### src/rtl/rtc_irq_pkg.sv
package rtc_irq_pkg;
  localparam int FIELD_W   = 8;
  localparam int NUM_ALARM = 5;
  localparam int RATE_W    = 4;

  typedef struct packed {
    logic periodicHit;
    logic alarmHit;
    logic updateHit;
  } irq_evt_t;
endpackage

### src/rtl/rtc_irq_datapath.sv
module rtc_irq_datapath
  import rtc_irq_pkg::*;
#(
  parameter int FW = FIELD_W,
  parameter int NA = NUM_ALARM,
  parameter int RW = RATE_W
) (
  input  logic                 clk,
  input  logic                 rst_n,
  input  logic                 baseTick,
  input  logic [RW-1:0]        rateSel,
  input  logic                 updateDone,
  input  logic [NA-1:0][FW-1:0] timeNow,
  input  logic [NA-1:0][FW-1:0] alarmSet,
  output irq_evt_t             evt
);
  localparam int CNT_W  = (1 << RW) - 2;
  localparam int SHIFT_W = $clog2(CNT_W + 1);

  logic [CNT_W-1:0]   divCount;
  logic [CNT_W-1:0]   divLimit;
  logic [SHIFT_W-1:0] divShift;
  logic               divHit;
  logic [NA-1:0]      fieldMatch;

  // Low codes 1 and 2 are folded onto the slower rates.
  always_comb begin
    if (rateSel == RW'(1))      divShift = SHIFT_W'(7);
    else if (rateSel == RW'(2)) divShift = SHIFT_W'(8);
    else                        divShift = SHIFT_W'(rateSel - RW'(1));
    divLimit = (CNT_W'(1) << divShift) - CNT_W'(1);
  end

  assign divHit = baseTick && (rateSel != '0) && (divCount >= divLimit);

  always_ff @(posedge clk) begin
    if (!rst_n || rateSel == '0) begin
      divCount <= '0;
    end else if (baseTick) begin
      if (divHit) divCount <= '0;
      else        divCount <= divCount + CNT_W'(1);
    end
  end

  generate
    for (genvar i = 0; i < NA; i++) begin : g_cmp
      logic anyVal;
      assign anyVal        = &alarmSet[i][FW-1:FW-2];
      assign fieldMatch[i] = anyVal || (alarmSet[i] == timeNow[i]);
    end
  endgenerate

  assign evt.periodicHit = divHit;
  assign evt.alarmHit    = updateDone && (&fieldMatch);
  assign evt.updateHit   = updateDone;
endmodule

### src/rtl/rtc_irq_ctrl.sv
module rtc_irq_ctrl
  import rtc_irq_pkg::*;
(
  input  logic     clk,
  input  logic     rst_n,
  input  irq_evt_t evt,
  input  logic     regCRead,
  input  logic     perIntEn,
  input  logic     almIntEn,
  input  logic     updIntEn,
  output logic [7:0] regC,
  output logic     irq
);
  logic perFlag, almFlag, updFlag, summary;

  always_ff @(posedge clk) begin
    if (!rst_n) begin
      perFlag <= 1'b0;
      almFlag <= 1'b0;
      updFlag <= 1'b0;
    end else begin
      if (regCRead) begin
        perFlag <= 1'b0;
        almFlag <= 1'b0;
        updFlag <= 1'b0;
      end
      // A new event outranks the clear of the same edge.
      if (evt.periodicHit) perFlag <= 1'b1;
      if (evt.alarmHit)    almFlag <= 1'b1;
      if (evt.updateHit)   updFlag <= 1'b1;
    end
  end

  assign summary = (perFlag && perIntEn) || (almFlag && almIntEn) ||
                   (updFlag && updIntEn);
  assign regC    = {summary, perFlag, almFlag, updFlag, 4'b0000};
  assign irq     = summary;
endmodule

### src/rtl/rtc_irq_flags.sv
module rtc_irq_flags
  import rtc_irq_pkg::*;
#(
  parameter int FW = FIELD_W,
  parameter int NA = NUM_ALARM,
  parameter int RW = RATE_W
) (
  input  logic                  clk,
  input  logic                  rst_n,
  input  logic                  baseTick,
  input  logic [RW-1:0]         rateSel,
  input  logic                  perIntEn,
  input  logic                  almIntEn,
  input  logic                  updIntEn,
  input  logic                  updateDone,
  input  logic [NA-1:0][FW-1:0] timeNow,
  input  logic [NA-1:0][FW-1:0] alarmSet,
  input  logic                  regCRead,
  output logic [7:0]            regC,
  output logic                  irq
);
  irq_evt_t evt;

  rtc_irq_datapath #(.FW(FW), .NA(NA), .RW(RW)) u_dp (
    .clk(clk), .rst_n(rst_n), .baseTick(baseTick), .rateSel(rateSel),
    .updateDone(updateDone), .timeNow(timeNow), .alarmSet(alarmSet),
    .evt(evt)
  );

  rtc_irq_ctrl u_ctrl (
    .clk(clk), .rst_n(rst_n), .evt(evt), .regCRead(regCRead),
    .perIntEn(perIntEn), .almIntEn(almIntEn), .updIntEn(updIntEn),
    .regC(regC), .irq(irq)
  );
endmodule

### config.mk
export PLATFORM = sky130hd
export DESIGN_NAME = rtc_irq_flags
export DESIGN_NICKNAME = d
export VERILOG_FILES = /design/src/rtl/rtc_irq_pkg.sv /design/src/rtl/rtc_irq_datapath.sv /design/src/rtl/rtc_irq_ctrl.sv /design/src/rtl/rtc_irq_flags.sv
export SDC_FILE = /design/constraint.sdc
export NUM_CORES = 1
export LEC_CHECK = 0
export BUFFER_PORTS_ARGS = -buffer_cell sky130_fd_sc_hd__buf_2
export CORE_ASPECT_RATIO = 0.8
export CORE_UTILIZATION = 50
export DETAILED_ROUTE_END_ITERATION = 8
export GPL_TIMING_DRIVEN = 0
export PLACE_DENSITY = 0.86
export SETUP_SLACK_MARGIN = 0.4
export SLEW_MARGIN = 30
export SYNTH_ARGS = -nofsm -noshare
export SYNTH_HDL_FRONTEND = slang
export SYNTH_SLANG_ARGS = --single-unit
### constraint.sdc
create_clock -name clk -period 5.8 [get_ports clk]
set_input_delay 0.87 -clock clk [delete_from_list [all_inputs] [get_ports clk]]
set_output_delay 0.87 -clock clk [all_outputs]
set_load 0.01 [all_outputs]
After elaboration in Yosys (flattened, before gate mapping):

Cells that the tools add are included.

* register bits: 17
* input bits: 92

* add/subtract/negate cells: 3
* $lt $le $gt $ge: 1
* eq/ne operators: 7
* shift-type cells: 1
* multiplexer cells: 7
* reductions and logical operators: 26

Operators by type and width (count)
* $eq A8 B8 Y1: 5
* $add A14 B1 Y14 const B: 1
* $ge A14 B14 Y1: 1
* $mux W14: 1
* $shl A1 B4 Y14 const A: 1
* $sub A14 B2 Y14 const B: 1
* $reduce_and A2 Y1: 5
* $logic_or A1 B1 Y1: 8
* $mux W4: 2
* $logic_and A1 B1 Y1: 6
* $reduce_bool A2 Y1: 3
* $reduce_and A5 Y1: 1
* $eq A4 B1 Y1 const B: 1
* $eq A4 B2 Y1 const B: 1
* $logic_not A4 Y1: 1
* $mux W1: 4
* $reduce_bool A4 Y1: 1
* $sub A4 B1 Y4 const B: 1
* $logic_not A1 Y1: 1

Depth between registers and ports, before layout:

* depth in word-level cells: 8
* gate-level depth with buffers: 19

Hierarchy:

From an unflattened synthesis, not the netlist that was laid out.

* cell total of the unflattened synthesis: 262
* area total of the unflattened synthesis: 2044.5 µm²

By module, submodules not included
* rtc_irq_datapath: times used 1, cells an instance 242, area an instance 1865.5 µm², seq. area each 280.3 µm²
* rtc_irq_ctrl: times used 1, cells an instance 20, area an instance 178.9 µm², seq. area each 60.1 µm²

Worst setup path before layout:

OpenSTA, ideal clock, no wires.

* path kind: input to register
* start point: input port rateSel[3]
* end point: register u_dp.divCount[10]
* library setup time: 78 ps
* arrival time: 3808 ps
* slack: 1914 ps
* cell stages on the path: 15
* buffers on the path: 3
* cells stage by stage: buf_4 > or4b_4 > o21a_1 > buf_6 > or3_1 > ha_1 > a211oi_1 > a31oi_1 > ha_1 > a21o_1 > a21o_1 > a21oi_1 > a31oi_1 > buf_2 > nor3_1

* word-level cells in the longest chain between the ends: 8
* elaborated cells on any way between the ends: 14

Ends and longest elaborated chain
* start, declared: RTL line rtc_irq_flags.sv:11 `input logic [RW-1:0] rateSel,`
* $sub A4 B1 Y4 / $eq A4 B2 Y1 (equally long branches): RTL line rtc_irq_datapath.sv:30, rtc_irq_datapath.sv:29
* $mux W4: RTL line rtc_irq_datapath.sv:29 `else if (rateSel == RW'(2)) divShift = SHIFT_W'(8);`
* $mux W4: RTL line rtc_irq_datapath.sv:28 `if (rateSel == RW'(1)) divShift = SHIFT_W'(7);`
* $shl A1 B4 Y14: RTL line rtc_irq_datapath.sv:31 `divLimit = (CNT_W'(1) << divShift) - CNT_W'(1);`
* $sub A14 B2 Y14: RTL line rtc_irq_datapath.sv:31
* $ge A14 B14 Y1: RTL line rtc_irq_datapath.sv:34 `assign divHit = baseTick && (rateSel != '0) && (divCount >= divLimit);`
* $logic_and A1 B1 Y1: RTL line rtc_irq_datapath.sv:34
* $mux W14: RTL line rtc_irq_datapath.sv:40 `if (divHit) divCount <= '0;`
* end signal, assigned: RTL line rtc_irq_datapath.sv:41 `else divCount <= divCount + CNT_W'(1);`
* end, declared: RTL line rtc_irq_datapath.sv:20 `logic [CNT_W-1:0] divCount;`

Parallel ways exist; a longest one is shown, timed or not.
A chain may end at the register's enable or synchronous reset.

Worst setup path after layout:

* start point: input port rateSel[0]
* end point: register u_dp.divCount[13]

Same word-level chain as after synthesis.

==> metrics.md <==
| Metric | Value |
|---|---|
| CTS Buffer Depth | 2 |
| DP Wirelength | around 4.7 mm |
| Fill count | around 330 |
| Synthesized area | 0.00205 mm2 |
| Site row count | 20 |
| CTS sink cnt | 17 |
| Lkg Pwr | roughly 0.0013 uW |
| Max VDD drop | approximately 0.00012 V |
| TNS Setup | 0 ns |
| CTS Buf Count | 3 |
| Setup violators final | 0 |
| Area growth from synthesis to layout | 29.4% |
| Hold Crit Class | reg2reg |
| DR iter-0 viols | about 170 |
| Layout Nets | 475 |
| DRT antenna net count | 0 |
| Tmin final | roughly 4.4 ns |
| Total number of vias | roughly 2.2k |
| CP max stage delay | 0.43 ns |
| Clock share of power | 0.265 |
| CTS Hold Bufs | 0 |
| Register share of total power | 0.349 |
| Count of different cell masters after synthesis | 49 |
| # DRC | 0 |
| Die X | 73.5 um |
| Final Skew | 0.000827 ns |
| Comb pwr share | 0.386 |
| DR vias/cell | 5.40 |
| Overflow after GRT | 0 |
| Max-Cap Viols | 0 |
| Share of cells above drive strength 1 | 0.319 |
| Die ar. | 0.00435 mm2 |
| Die Span Y | about 59 um |
| Crit path launch type | input port |
| YS warnings | 0 |
| Crit path arrival time | about 4.5 ns |
| P per Cell Area | approximately 130 mW/mm2 |
| Flip-flop and latch area | around 340 um2 |
| Cell-internal power | roughly 230 uW |
| Seq/Total Area, Yosys | 0.166 |
| Hold Vio Cnt, Final | 0 |
| Antenna cells | 0 |
| CP Cell Sequence | buf_2 > inv_1 > ha_1 > o211a_1 > o21a_1 > buf_6 > or3_1 > ha_1 > a211oi_1 > a31oi_1 > ha_1 > a21o_1 > a21o_1 > a21oi_1 > a31oi_1 > buf_2 > nor3_1 |
| CP max FO | 10 |
| Port Buffers | 95 |
| Peak Freq | between 200 and 250 MHz |
| Top cell type's share of synthesized area | 0.166 |
| RSZ-0062 raised after global routing | no |
| TritonCTS clock tree | done |
| Cell taking the most area after synthesis | dfxtp_1 |
| GRT Util Overall | 0.260 |
| Starting Density | 0.531 |
| Slowest-stage cell, CP | a21oi_1 |
| Post-CTS setup buffer count | 0 |
| Switch share | 0.324 |
| Main area contributors after synthesis | dfxtp_1 (17%), xor2_1 (16%), ha_1 (13%) |
| NetSw | 112 uW |
| Global-route wire length before repair | 8.68 mm |
| I/O Pins | ~100 |
| Avg Cell Area, Syn | 7.90 um2 |
| Required time worst endpoint | approximately 6 ns |
| Vias in the first global route | between 2k and 2.5k |
| Worst-Skew Late Latency | 0.25 ns |
| Status | finished clean |
| Syn Inst Count | ~260 |
| Core Area | ~0.0039 mm2 |
| Largest net degree at the start of global routing | 11 |
| Post-synthesis register bit count | 17 |
| Final Max Tran Viols | 0 |
| Least-Margin Pin Slew | 0.584 ns |
| WHS | 0.497 ns |
| Routed length per placed instance | 13.1 um |
| H-tree Lvls | 1 |
| Routability Congestion | around 0.83 |
| Crit Path Category | in2reg |
| Clock Pin Slew Worst Setup and Hold Paths | approximately 0.07 ns |
| Multi-input logic area | ~0.0016 mm2 |
| Worst rel slew slack | 0.607 |
| Drt total wl | between 5 and 6 mm |
| Post-CTS Resized | 0 |
| Most used cell, CP | ha_1 |
| Antenna violations before repair | 0 |
| Clock root buffer | clkbuf_8 |
| Period utilization | 0.750 |
| Pre-Repair DR Iteration Count | 4 |
| Critical path capture point type | flop |
[area by class of cell]
cell class,instances,share of cell area
clock buffers,4,0.0170
plain buffers,12,0.0331
inverters,13,0.0194
well taps,55,0.0260
flip-flops and latches,17,0.129
repair buffers,95,0.180
multi-input cells,220,0.596
[cells by family after synthesis]
logic type / count (synthesis) / share of synthesized area
compound gates: 47 / 0.160
buf+inv: 25 / 0.0679
other cells: 1 / 0.00183
mux: 1 / 0.00489
fa+ha+maj: 21 / 0.128
simple gates: 95 / 0.248
flops: 17 / 0.166
xor+xnor: 52 / 0.223
[through the flow]
step           std cells  power (uW)  worst slack [ns]   util  area, um2
6_report             416         345              1.45  0.687       2650
5_1_grt              416         369              1.18  0.687       2650
4_1_cts              416         345              1.50  0.687       2650
3_5_place_dp         412         255              1.23  0.675       2600
3_3_place_gp         412         250              1.37  0.675       2600
2_1_floorplan        262         200              1.91      -       2060
[critical path, delay by kind of cell]
family | cells | cell delay [ns]
adders and majority gates | 3 | 0.65
AOI/OAI and AO/OA | 8 | 1.78
buffers and inverters | 4 | 0.63
and+or+nand+nor | 2 | 0.59
[state kept, by name, indices dropped and copies added, names as in the netlist]
name	flops
u_ctrl.updFlag	1
u_dp.divCount	14
u_ctrl.perFlag	1
u_ctrl.almFlag	1
[cells in the mapped netlist, drive strengths merged]
cell,count
nand4,13
or2,2
o41ai,1
ha,21
a21o,3
or4b,1
o211a,1
o21ai,8
nor3,15
o311a,1
o21a,3
nor2b,4
a31oi,4
or4,1
a21oi,7
a211oi,1
mux2i,1
o32ai,1
a222oi,1
nand2b,4
a21boi,2
nor2,9
o21bai,1
xnor2,14
and4,1
o221ai,2
a22oi,5
nand3,9
nor4,8
and2,3
o211ai,2
clkinv,2
inv,11
dfxtp,17
nand2,20
and3,3
nand3b,1
or3,1
conb,1
xor2,38
buf,12
o22ai,1
o31ai,2
a22o,1
[routing by layer]
layer	vias to the layer above	track usage	wire length (um)
met5	-	0	0
met4	0	0.0769	89
met3	10	0.0476	326
met2	84	0.477	2690
met1	1015	0.307	2360
li1	1136	-	-
[final timing paths]
path | slack [ns] | depth (start not counted) | to | start
worst min register to register | 0.50 | 2 | u_ctrl.almFlag$_SDFFE_PN0P_ | u_ctrl.almFlag$_SDFFE_PN0P_
worst max register to register | 3.63 | 7 | u_dp.divCount[13]$_SDFFE_PP0P_ | u_dp.divCount[11]$_SDFFE_PP0P_
worst min-delay path | 0.50 | 2 | u_ctrl.almFlag$_SDFFE_PN0P_ | u_ctrl.almFlag$_SDFFE_PN0P_
worst max-delay path | 1.45 | 17 | u_dp.divCount[13]$_SDFFE_PP0P_ | rateSel[0]
[power by group through the flow]
stage,Combinational [uW],Clock (uW),Sequential [uW]
6_report,133,91.3,121
3_5_place_dp,132,0,123
3_3_place_gp,127,0,123
5_1_grt,148,100,121
2_1_floorplan,77.6,0,122
4_1_cts,133,92.1,120
[cells in the final DEF (no fill, tap or decap), drive strengths merged, types with 2 or more instances in the layout]
| master | instances |
|---|---|
| o21a | 3 |
| nor4 | 8 |
| conb | 4 |
| and3 | 3 |
| clkbuf | 4 |
| buf | 107 |
| dfxtp | 17 |
| o221ai | 2 |
| nor2b | 4 |
| a31oi | 4 |
| xor2 | 38 |
| and2 | 3 |
| o31ai | 2 |
| nand2 | 20 |
| a21boi | 2 |
| a22oi | 5 |
| xnor2 | 14 |
| o211ai | 2 |
| clkinv | 2 |
| nand2b | 4 |
| nand4 | 13 |
| inv | 11 |
| or2 | 2 |
| a21oi | 7 |
| o21ai | 8 |
| ha | 21 |
| nand3 | 9 |
| nor2 | 9 |
| a21o | 3 |
| nor3 | 15 |
Note: power is estimated with default switching activity, not from simulation.
